[config.mk]
export PLATFORM = sky130hd
export DESIGN_NAME = csram_array
export DESIGN_NICKNAME = d
export VERILOG_FILES = /design/src/rtl/csram_pkg.sv /design/src/rtl/csram_decoder.sv /design/src/rtl/csram_cell.sv /design/src/rtl/csram_grid.sv /design/src/rtl/csram_array.sv
export SDC_FILE = /design/constraint.sdc
export NUM_CORES = 1
export LEC_CHECK = 0
export BUFFER_PORTS_ARGS = -buffer_cell sky130_fd_sc_hd__clkbuf_2
export CAP_MARGIN = 15
export CORE_MARGIN = 2
export CORE_UTILIZATION = 57
export CTS_CLUSTER_SIZE = 14
export DETAILED_ROUTE_END_ITERATION = 8
export PLACE_DENSITY = 0.77
export SYNTH_ARGS = -nofsm -noshare
export SYNTH_HDL_FRONTEND = slang
export SYNTH_HIERARCHICAL = 1
export SYNTH_SLANG_ARGS = --single-unit
export TNS_END_PERCENT = 10
[constraint.sdc]
create_clock -name clk -period 2.38 [get_ports clk]
set_input_delay 0.476 -clock clk [delete_from_list [all_inputs] [get_ports clk]]
set_output_delay 0.476 -clock clk [all_outputs]
set_load 0.02 [all_outputs]
[src/rtl/csram_pkg.sv]
`timescale 1ns/1ps
package csram_pkg;

  // Number of address bits that feed the column decoder.
  function automatic int col_bits(input int grid_bits, input int data_w);
    return grid_bits - $clog2(data_w);
  endfunction

  // Flat cell index (row-major) of data bit b of word at address a.
  function automatic int cell_of(input int a, input int grid_bits,
                                 input int data_w, input int b);
    int cb;
    int row;
    int col;
    cb  = col_bits(grid_bits, data_w);
    row = a >> cb;
    col = a & ((1 << cb) - 1);
    return row * (1 << grid_bits) + col * data_w + b;
  endfunction

endpackage

[src/rtl/csram_decoder.sv]
`timescale 1ns/1ps
module csram_decoder #(
  parameter int IN_W = 2,
  localparam int OUT_N = 1 << IN_W
) (
  input  logic             en,
  input  logic [IN_W-1:0]  code,
  output logic [OUT_N-1:0] lines
);
  always_comb begin
    lines = '0;
    if (en) lines[code] = 1'b1;
  end
endmodule

[src/rtl/csram_cell.sv]
`timescale 1ns/1ps
module csram_cell (
  input  logic clk,
  input  logic rst_n,
  input  logic row_sel,
  input  logic col_sel,
  input  logic wr,
  input  logic d,
  output logic sel,
  output logic rd
);
  logic q;
  assign sel = row_sel & col_sel;
  assign rd  = sel & q;

  always_ff @(posedge clk or negedge rst_n) begin
    if (!rst_n)         q <= 1'b0;
    else if (wr && sel) q <= d;
  end
endmodule

[src/rtl/csram_grid.sv]
`timescale 1ns/1ps
module csram_grid #(
  parameter int GRID_BITS = 2,
  parameter int DATA_W    = 1,
  localparam int SIDE   = 1 << GRID_BITS,
  localparam int NLINES = SIDE / DATA_W,
  localparam int NCELL  = SIDE * SIDE
) (
  input  logic              clk,
  input  logic              rst_n,
  input  logic [SIDE-1:0]   row_line,
  input  logic [NLINES-1:0] col_line,
  input  logic              wr,
  input  logic [DATA_W-1:0] din,
  output logic [NCELL-1:0]  cell_sel,
  output logic [DATA_W-1:0] rd_bits
);
  logic [NCELL-1:0] cell_rd;

  for (genvar r = 0; r < SIDE; r++) begin : g_row
    for (genvar k = 0; k < SIDE; k++) begin : g_col
      localparam int LINE = k / DATA_W;
      localparam int B    = k % DATA_W;
      csram_cell u_cell (
        .clk    (clk),
        .rst_n  (rst_n),
        .row_sel(row_line[r]),
        .col_sel(col_line[LINE]),
        .wr     (wr),
        .d      (din[B]),
        .sel    (cell_sel[r*SIDE+k]),
        .rd     (cell_rd[r*SIDE+k])
      );
    end
  end

  // OR of every cell output per data bit
  always_comb begin
    rd_bits = '0;
    for (int i = 0; i < NCELL; i++)
      rd_bits[i % DATA_W] = rd_bits[i % DATA_W] | cell_rd[i];
  end
endmodule

[src/rtl/csram_array.sv]
`timescale 1ns/1ps
module csram_array #(
  parameter int GRID_BITS = 2,
  parameter int DATA_W    = 1,
  localparam int COL_W  = csram_pkg::col_bits(GRID_BITS, DATA_W),
  localparam int ADDR_W = GRID_BITS + COL_W
) (
  input  logic              clk,
  input  logic              rst_n,
  input  logic [ADDR_W-1:0] addr,
  input  logic              cs,
  input  logic              we,
  input  logic [DATA_W-1:0] din,
  output logic [DATA_W-1:0] dout,
  output logic              dout_en
);
  localparam int SIDE   = 1 << GRID_BITS;
  localparam int NLINES = 1 << COL_W;
  localparam int NCELL  = SIDE * SIDE;

  logic [SIDE-1:0]   row_line;
  logic [NLINES-1:0] col_line;
  logic [NCELL-1:0]  cell_sel;
  logic [DATA_W-1:0] rd_bits;
  logic              wr_strobe;

  assign wr_strobe = cs & we;

  csram_decoder #(.IN_W(GRID_BITS)) u_rowdec (
    .en   (1'b1),
    .code (addr[ADDR_W-1:COL_W]),
    .lines(row_line)
  );

  csram_decoder #(.IN_W(COL_W)) u_coldec (
    .en   (cs),
    .code (addr[COL_W-1:0]),
    .lines(col_line)
  );

  csram_grid #(.GRID_BITS(GRID_BITS), .DATA_W(DATA_W)) u_grid (
    .clk     (clk),
    .rst_n   (rst_n),
    .row_line(row_line),
    .col_line(col_line),
    .wr      (wr_strobe),
    .din     (din),
    .cell_sel(cell_sel),
    .rd_bits (rd_bits)
  );

  // output stage: enabled only on reads
  assign dout_en = cs & ~we;
  assign dout    = dout_en ? rd_bits : '0;
endmodule

==> impl_metrics.csv, run 1 <==
group,metric,value,unit
sta,fin_crit_sh,0.9713,
pwr,ir_drop,0.5683,mV
placement,gp_congestion,0.7866,
global_routing,grt_usage,0.2457,
synth,synth_warnings,6,
final_layout,largestRegisters,"u_grid/g_row.g_col.u_cell/q: 16 flops",
final_layout,final_cell_mix,"17 x and3_2, 16 x nand3_1, 16 x mux2_4, 16 x dfrtp_1, 8 x clkbuf_2",
placement,portBuffers,10,
route,routed_wl,2115,um
final_layout,largest_register_ffs,16,
clocking,cts_made_buffers,3,
route,vias,762,
global_routing,grt_pass1_vias,774,
clocking,clk_latency,290,ps
final_layout,final_common_cell,"and3_2",
clocking,post_cts_buffers,0,
placement,place_inst,116,
clocking,cts.htree.levels,1,
sta,layout_min_cycle_time,2312,ps
worst_setup_path,crit_required,1900,ps
route,drcViolationCount,0,
final_layout,nets,114,
clocking,cts_tree,"done",
synth,syn-cell-area,977.2,um^2
sta,skew,0,ps
synth,synth_area_per_cell,12.06,um^2
clocking,path_clk_slew,100,ps
floorplanning,die_width,45.41,um
floorplanning,core_area,0.001559,mm^2
worst_setup_path,critPathMaxFanout,8,
route,vias_per_cell,6.350,
sta,setup_viol_count_final,0,
floorplanning,fp.dieH,45.41,um
pwr,power-per-cell-area,489.4,mW/mm^2
floorplanning,io_pins,11,
route,wl_per_cell,17.63,um
route,dr.first_iter.drc_count,21,
route,ant_nets,0,
sta,final-hold-violation-count,0,
worst_setup_path,cp.arrival,1840,ps
global_routing,grt_max_degree,17,
final_layout,diodes,0,
synth,synthCells,81,
pwr,leakage,0.6566,nW
sta,max_freq,432.6,MHz
floorplanning,dieArea,0.002062,mm^2
final_layout,drive_gt1_frac,0.6250,
global_routing,overflow,0,
clocking,clock_path_buffers,2,
clocking,clockRootBuffer,"clkbuf_4",
worst_setup_path,critPathLaunchType,"input pin",
final_layout,syn_to_final_growth,22.02,%
route,first_pass_iters,4,
sta,slew_violations,0,
floorplanning,initial_core_util,0.6268,
global_routing,grt_pass1_wl,3560,um
final_layout,fin_cells,120,
global_routing,antenna_found_initial,0,
worst_setup_path,end_kind,"output port",
final_layout,top_register,"u_grid/g_row.g_col.u_cell/q",
placement,place_hpwl,1379,um
floorplanning,rows,14,
outcome,status,"complete, no violations",
clocking,cts.sinks,16,
final_layout,final_util,0.7648,
run,maxCapViolations,0,
worst_setup_path,path_class,"in2out",
worst_hold_path,min_path_type,"in2async",
final_layout,fill_cells,102,
report_power, final:
group | internal (mW) | switching, mW | total (mW)
Clock | 0.0932 | 0.0938 | 0.187
Sequential | 0.294 | 0.0128 | 0.307
Combinational | 0.0488 | 0.0412 | 0.0900
Total | 0.436 | 0.148 | 0.584
final cells by class:
type,instances,area (um^2),share of cell area
Tap cell,16,20.02,0.01679
Timing Repair Buffer,16,97.59,0.08185
Clock buffer,4,36.28,0.03043
Multi-Input combinational cell,68,638.1,0.5352
Sequential cell,16,400.4,0.3358
critical path, cell delays in order:
cell and delay [ps]:
buf_2 120, and3_2 250, and3_2 210, nor4_1 270, nand4_1 140, and3b_2 210
buf_4 150
layer usage:
layer / global-route usage / vias up / part of all wire / wire [um]
met3: 0.08333 / 2 / 0.050 / 105
li1: - / 353 / - / -
met2: 0.4000 / 22 / 0.49 / 1026
met1: 0.3224 / 385 / 0.46 / 972
met4: 0.03529 / 0 / 0.0057 / 12
met5: 0 / - / 0 / 0
worst paths after layout:
check                                                               from                                       endpoint  slack (ps)  cells after the start
max                                                              addr[3]                                           dout          70                      7
max reg2reg                u_grid/g_row[2].g_col[1].u_cell/q$_DFFE_PN0P_  u_grid/g_row[2].g_col[1].u_cell/q$_DFFE_PN0P_        1600                      1
min                                                                rst_n  u_grid/g_row[0].g_col[0].u_cell/q$_DFFE_PN0P_          90                      1
max in group asynchronous                                          rst_n  u_grid/g_row[1].g_col[3].u_cell/q$_DFFE_PN0P_        2010                      1
min reg2reg                u_grid/g_row[3].g_col[0].u_cell/q$_DFFE_PN0P_  u_grid/g_row[3].g_col[0].u_cell/q$_DFFE_PN0P_         520                      1
min in group clk           u_grid/g_row[3].g_col[0].u_cell/q$_DFFE_PN0P_  u_grid/g_row[3].g_col[0].u_cell/q$_DFFE_PN0P_         520                      1
through the flow:
| stage | setup slack (ps) | power, mW | cell area (um^2) | hold WS, ps | TNS (ps) |
|---|---|---|---|---|---|
| global route | -14.19 | 0.6078 | 1192 | 112.6 | -14.19 |
| CTS | 2.602 | 0.5867 | 1152 | 95.52 | 0 |
| finish | 68.32 | 0.5836 | 1192 | 86.66 | 0 |
| floorplan | 396.0 | 0.3585 | 988.4 | 180.4 | 0 |
| global placement | -1.823 | 0.3944 | 1104 | 421.3 | -1.823 |
| detailed placement | 3.060 | 0.3968 | 1104 | 419.6 | 0 |
repair_timing:
action / 4_1_cts / 5_1_grt
hold endpoints to repair: 0 / 0
pin swaps: 0 / 4
hold buffers: 0 / 0
setup endpoints to repair: 1 / 1
resized for setup: 2 / 11
Power figures use the tool's default switching activity.
==> run 2: changes to the inputs <==
--- a/config.mk
+++ b/config.mk
@@ -8,10 +8,10 @@
 export BUFFER_PORTS_ARGS = -buffer_cell sky130_fd_sc_hd__clkbuf_2
 export CAP_MARGIN = 15
 export CORE_MARGIN = 2
-export CORE_UTILIZATION = 57
+export CORE_UTILIZATION = 59
 export CTS_CLUSTER_SIZE = 14
 export DETAILED_ROUTE_END_ITERATION = 8
-export PLACE_DENSITY = 0.77
+export PLACE_DENSITY = 0.8
 export SYNTH_ARGS = -nofsm -noshare
 export SYNTH_HDL_FRONTEND = slang
 export SYNTH_HIERARCHICAL = 1
==> constraint.sdc (replaced) <==
create_clock -name clk -period 2.9 [get_ports clk]
set_input_delay 0.58 -clock clk [delete_from_list [all_inputs] [get_ports clk]]
set_output_delay 0.58 -clock clk [all_outputs]
set_load 0.02 [all_outputs]
==> run 2 against run 1 <==
Compared with the run above: utilization fell by 4.6 points; via count is 4.6% lower; cell area decreased by 8.2%; non-clock buffer count shrank 6; count of clock-buffer cells in the layout unchanged; sequential share of layout area grew 3.0 points; clock power decreased by 20%; setup slack better by 260 ps; cell count shrank 5.0%.
==> impl_metrics.csv, run 2 (same netlist as run 1, synthesis figures left out) <==
group,metric,value,unit
outcome,status,"complete, no violations",
floorplanning,fp.dieH,44.70,um
clocking,ctsResizeCount,0,
clocking,hold_buffers,0,
worst_setup_path,crit_chain,"clkbuf_2, and3b_1, and3_2, nor4_1, nand4_1, and3b_2, clkbuf_2",
route,routed_wl,1997,um
worst_setup_path,end_kind,"output port",
final_layout,drive_gt1_frac,0.5408,
pwr,leakage,0.6090,nW
final_layout,largestRegisters,"u_grid/g_row.g_col.u_cell/q: 16 flops",
sta,finalHoldWorstSlack,188.1,ps
final_layout,syn_to_final_growth,12.04,%
pwr,power-per-cell-area,426.1,mW/mm^2
global_routing,antenna_found_initial,0,
sta,final-hold-violation-count,0,
floorplanning,io_pins,11,
route,wl_per_cell,17.52,um
final_layout,final_common_cell,"and3_2",
route,vias_per_cell,6.377,
placement,place_inst,110,
run,maxCapViolations,0,
final_layout,nets,108,
route,drcViolationCount,0,
clocking,cts_tree,"done",
final_layout,largest_register_ffs,16,
worst_setup_path,critPathSlowestCell,"nor4_1",
route,ant_nets,0,
placement,place_hpwl,1384,um
route,vias,727,
worst_setup_path,cp_common_cell,"clkbuf_2",
worst_setup_path,critPathLaunchType,"input pin",
final_layout,fill_cells,118,
global_routing,grt_pass1_vias,686,
worst_setup_path,path_delay_family,"simple AND/OR/NAND/NOR gates",
global_routing,grt_max_degree,17,
final_layout,regArea,400.4,um^2
worst_setup_path,slowest_delay,310,ps
final_layout,multiInputGateArea,588.1,um^2
worst_setup_path,r2r_start,"u_grid/g_row[2].g_col[0].u_cell/q$_DFFE_PN0P_",
worst_setup_path,path_class,"in2out",
clocking,cts.sinks,16,
final_layout,top_register,"u_grid/g_row.g_col.u_cell/q",
worst_setup_path,r2r-end,"u_grid/g_row[2].g_col[0].u_cell/q$_DFFE_PN0P_",
sta,fin_crit_sh,0.8857,
worst_setup_path,critPathMaxFanout,8,
clocking,clockRootBuffer,"clkbuf_4",
worst_setup_path,r2r_cells,1,
sta,max_freq,389.3,MHz
sta,tns,0,ps
clocking,clock_path_buffers,2,
route,first_pass_iters,4,
clocking,path_clk_slew,100,ps
floorplanning,rows,14,
sta,layout_min_cycle_time,2568,ps
sta,slew_violations,0,
final_layout,final_cell_mix,"18 x and3_2, 16 x nand3_1, 16 x mux2_4, 16 x dfrtp_1, 10 x clkbuf_2",
clocking,cts_made_buffers,3,
global_routing,overflow,0,
placement,portBuffers,10,
worst_setup_path,cp.arrival,1990,ps
clocking,cts.htree.levels,1,
final_layout,diodes,0,
sta,skew,0,ps
pwr,ir_drop,0.2789,mV
worst_hold_path,min_path_type,"in2async",
sta,rsz0062_at_grt,"false",
worst_setup_path,crit_required,2320,ps
placement,gp_congestion,0.8119,
clocking,clk_latency,290,ps
sta,setup_viol_count_final,0,
global_routing,grt_usage,0.2325,
route,dr.first_iter.drc_count,12,
floorplanning,dieArea,0.001998,mm^2
final_layout,fin_cells,114,
floorplanning,initial_core_util,0.6412,
worst_setup_path,ff2ff_setup_slack,2120,ps
clocking,post_cts_buffers,0,
floorplanning,core_area,0.001524,mm^2
worst_setup_path,cp_num_buf_inv,2,
global_routing,grt_pass1_wl,3215,um
floorplanning,die_width,44.70,um
[run 2: cell types whose count changed in the layout (fill, tap and decap cells not counted), moves of 2 or more]
cell	delta
buf_4	-7
and3b_1	+3
and3b_2	-3
nor4_1	+3
clkbuf_2	+2
nor4_4	-2
[run 2: cell type report]
type | count | area share
Sequential cell | 16 | 0.3657
Multi-Input combinational cell | 68 | 0.5371
Tap cell | 16 | 0.01829
Clock buffer | 4 | 0.03314
Timing Repair Buffer | 10 | 0.04571
[run 2: power by group]
part | internal [mW] | leakage (nW) | switching (mW)
registers | 0.241 | 0.218 | 0.00994
logic | 0.0345 | 0.370 | 0.0313
clock network | 0.0766 | 0.0210 | 0.0731
[run 2: per-stage QoR]
step	setup slack (ps)	area [um^2]	utilization	power [mW]
global placement	364.0	1059	0.6946	0.3175
CTS	352.4	1095	0.7184	0.4695
global route	252.4	1095	0.7184	0.4855
detailed placement	355.5	1059	0.6946	0.3205
floorplan	708.0	988.4	-	0.2942
finish	331.6	1095	0.7184	0.4665
[run 2: worst max path at each step]
stage             from    to  slack, ps  cells past startpoint
2_1_floorplan  addr[2]  dout        710                      5
3_3_place_gp   addr[3]  dout        360                      7
3_5_place_dp   addr[2]  dout        360                      7
4_1_cts        addr[2]  dout        350                      7
5_1_grt             cs  dout        250                      7
6_report       addr[2]  dout        330                      7
[run 2: metal layers]
metal,part of all wire,GRT usage,vias to the layer above
li1,-,-,342
met1,0.47,0.2861,364
met2,0.47,0.3710,16
met3,0.035,0.04800,5
met4,0.024,0.1455,0
met5,0,0,-
==> run 3: changes to the inputs <==
--- a/config.mk
+++ b/config.mk
@@ -5,7 +5,7 @@
 export SDC_FILE = /design/constraint.sdc
 export NUM_CORES = 1
 export LEC_CHECK = 0
-export BUFFER_PORTS_ARGS = -buffer_cell sky130_fd_sc_hd__clkbuf_2
+export BUFFER_PORTS_ARGS = -buffer_cell sky130_fd_sc_hd__buf_2
 export CAP_MARGIN = 15
 export CORE_MARGIN = 2
 export CORE_UTILIZATION = 59
==> run 3 against run 2 <==
Compared with the run above: first-iteration DRC count is 33% higher; global-route usage is 0.58 points lower; combinational power is 0.6% lower; setup slack better by 4.8 ps; hold slack better by 9.7 ps; wire length is 6.6% lower; power is 8.8% lower; count of clock-buffer cells in the layout is 1 lower; clock power is 27% lower.
==> impl_metrics.csv, run 3 (same netlist as run 1, synthesis figures left out) <==
group,metric,value,unit
worst_setup_path,cp_common_cell,"buf_2",
clocking,cts.sinks,16,
global_routing,grt_usage,0.2267,
route,ant_nets,0,
worst_setup_path,crit_required,2320,ps
clocking,clk_latency,280,ps
floorplanning,dieArea,0.001998,mm^2
floorplanning,io_pins,11,
global_routing,antenna_found_initial,0,
sta,fin_ws,336.4,ps
worst_setup_path,crit_chain,"buf_2, and3b_1, and3_2, nor4_1, nand4_1, and3b_2, buf_2",
sta,fin_crit_sh,0.8840,
final_layout,final_cell_mix,"18 x and3_2, 16 x nand3_1, 16 x mux2_4, 16 x dfrtp_1, 10 x buf_2",
placement,portBuffers,10,
sta,max_freq,390.1,MHz
worst_setup_path,critPathLaunchType,"input pin",
worst_setup_path,cp-startpoint,"addr[2]",
final_layout,stdcell_area,0.001081,mm^2
pwr,power-per-cell-area,393.7,mW/mm^2
sta,final-hold-violation-count,0,
final_layout,multiInputGateArea,588.1,um^2
worst_setup_path,critPathSlowestCell,"nor4_1",
global_routing,grt_pass1_wl,3180,um
placement,place_inst,110,
final_layout,largest_register_ffs,16,
final_layout,fin_cells,113,
placement,place_hpwl,1303,um
route,routed_wl,1866,um
final_layout,largestRegisters,"u_grid/g_row.g_col.u_cell/q: 16 flops",
final_layout,top_register,"u_grid/g_row.g_col.u_cell/q",
global_routing,overflow,0,
placement,pre_cts_ws,338.9,ps
floorplanning,die_width,44.70,um
pwr,leakage,0.6013,nW
sta,slew_violations,0,
global_routing,grt_pass1_vias,711,
clocking,cts_made_buffers,3,
sta,rsz0062_at_grt,"false",
worst_setup_path,cp_num_buf_inv,2,
sta,setup_viol_count_final,0,
clocking,ctsResizeCount,0,
route,drcViolationCount,0,
clocking,cts.htree.levels,1,
worst_setup_path,end_kind,"output port",
pwr,p_total,425.6,uW
global_routing,grt_max_degree,17,
clocking,hold_buffers,0,
final_layout,regArea,400.4,um^2
clocking,clock_path_buffers,2,
floorplanning,fp.dieH,44.70,um
route,vias,712,
route,wl_per_cell,16.51,um
sta,tns,0,ps
worst_setup_path,slowest_delay,300,ps
placement,gp_congestion,0.8068,
worst_setup_path,path_delay_family,"simple AND/OR/NAND/NOR gates",
worst_setup_path,cp.arrival,1980,ps
sta,finalHoldWorstSlack,197.8,ps
final_layout,drive_gt1_frac,0.5361,
route,vias_per_cell,6.301,
floorplanning,rows,14,
worst_hold_path,min_path_type,"in2async",
clocking,path_clk_slew,80,ps
clocking,post_cts_buffers,0,
floorplanning,core_area,0.001524,mm^2
clocking,clockRootBuffer,"clkbuf_4",
route,dr.first_iter.drc_count,16,
outcome,status,"complete, no violations",
worst_setup_path,path_class,"in2out",
final_layout,diodes,0,
final_layout,syn_to_final_growth,10.63,%
final_layout,nets,108,
sta,layout_min_cycle_time,2564,ps
worst_setup_path,r2r_start,"u_grid/g_row[2].g_col[0].u_cell/q$_DFFE_PN0P_",
placement,placed_area,0.001059,mm^2
final_layout,final_common_cell,"and3_2",
sta,skew,0,ps
route,first_pass_iters,4,
final_layout,final_util,0.7094,
run,maxCapViolations,0,
floorplanning,initial_core_util,0.6412,
final_layout,fill_cells,111,
worst_setup_path,critPathMaxFanout,8,
clocking,cts_tree,"done",
pwr,ir_drop,0.2847,mV
run 3: cell count changes in the layout (fill, tap and decap cells not counted), sizes merged:
cell	delta
clkbuf	-11
buf	+10
run 3: area by class of cell:
cell class | count | share of cell area
Clock buffer | 3 | 0.02083
Timing Repair Buffer | 10 | 0.04630
Multi-Input combinational cell | 68 | 0.5440
Sequential cell | 16 | 0.3704
Tap cell | 16 | 0.01852
run 3: final timing paths:
path                                                                  to  slack, ps  cells past startpoint
max                                                                 dout        340                      7
min                        u_grid/g_row[3].g_col[0].u_cell/q$_DFFE_PN0P_        200                      1
max reg2reg                u_grid/g_row[2].g_col[0].u_cell/q$_DFFE_PN0P_       2120                      1
min reg2reg                u_grid/g_row[1].g_col[3].u_cell/q$_DFFE_PN0P_        510                      1
max in group asynchronous  u_grid/g_row[1].g_col[2].u_cell/q$_DFFE_PN0P_       2450                      1
min in group clk           u_grid/g_row[1].g_col[3].u_cell/q$_DFFE_PN0P_        510                      1
run 3: power breakdown:
group	internal (mW)	switching [mW]
Clock	0.0482	0.0613
Combinational	0.0346	0.0307
Sequential	0.241	0.00978
run 3: per-layer routing:
metal / track usage / wire, um / part of all wire / vias up
li1: - / - / - / 338
met1: 0.2794 / 804 / 0.43 / 350
met2: 0.3623 / 925 / 0.50 / 20
met3: 0.09200 / 110 / 0.059 / 4
met4: 0.07273 / 26 / 0.014 / 0
met5: 0 / 0 / 0 / -
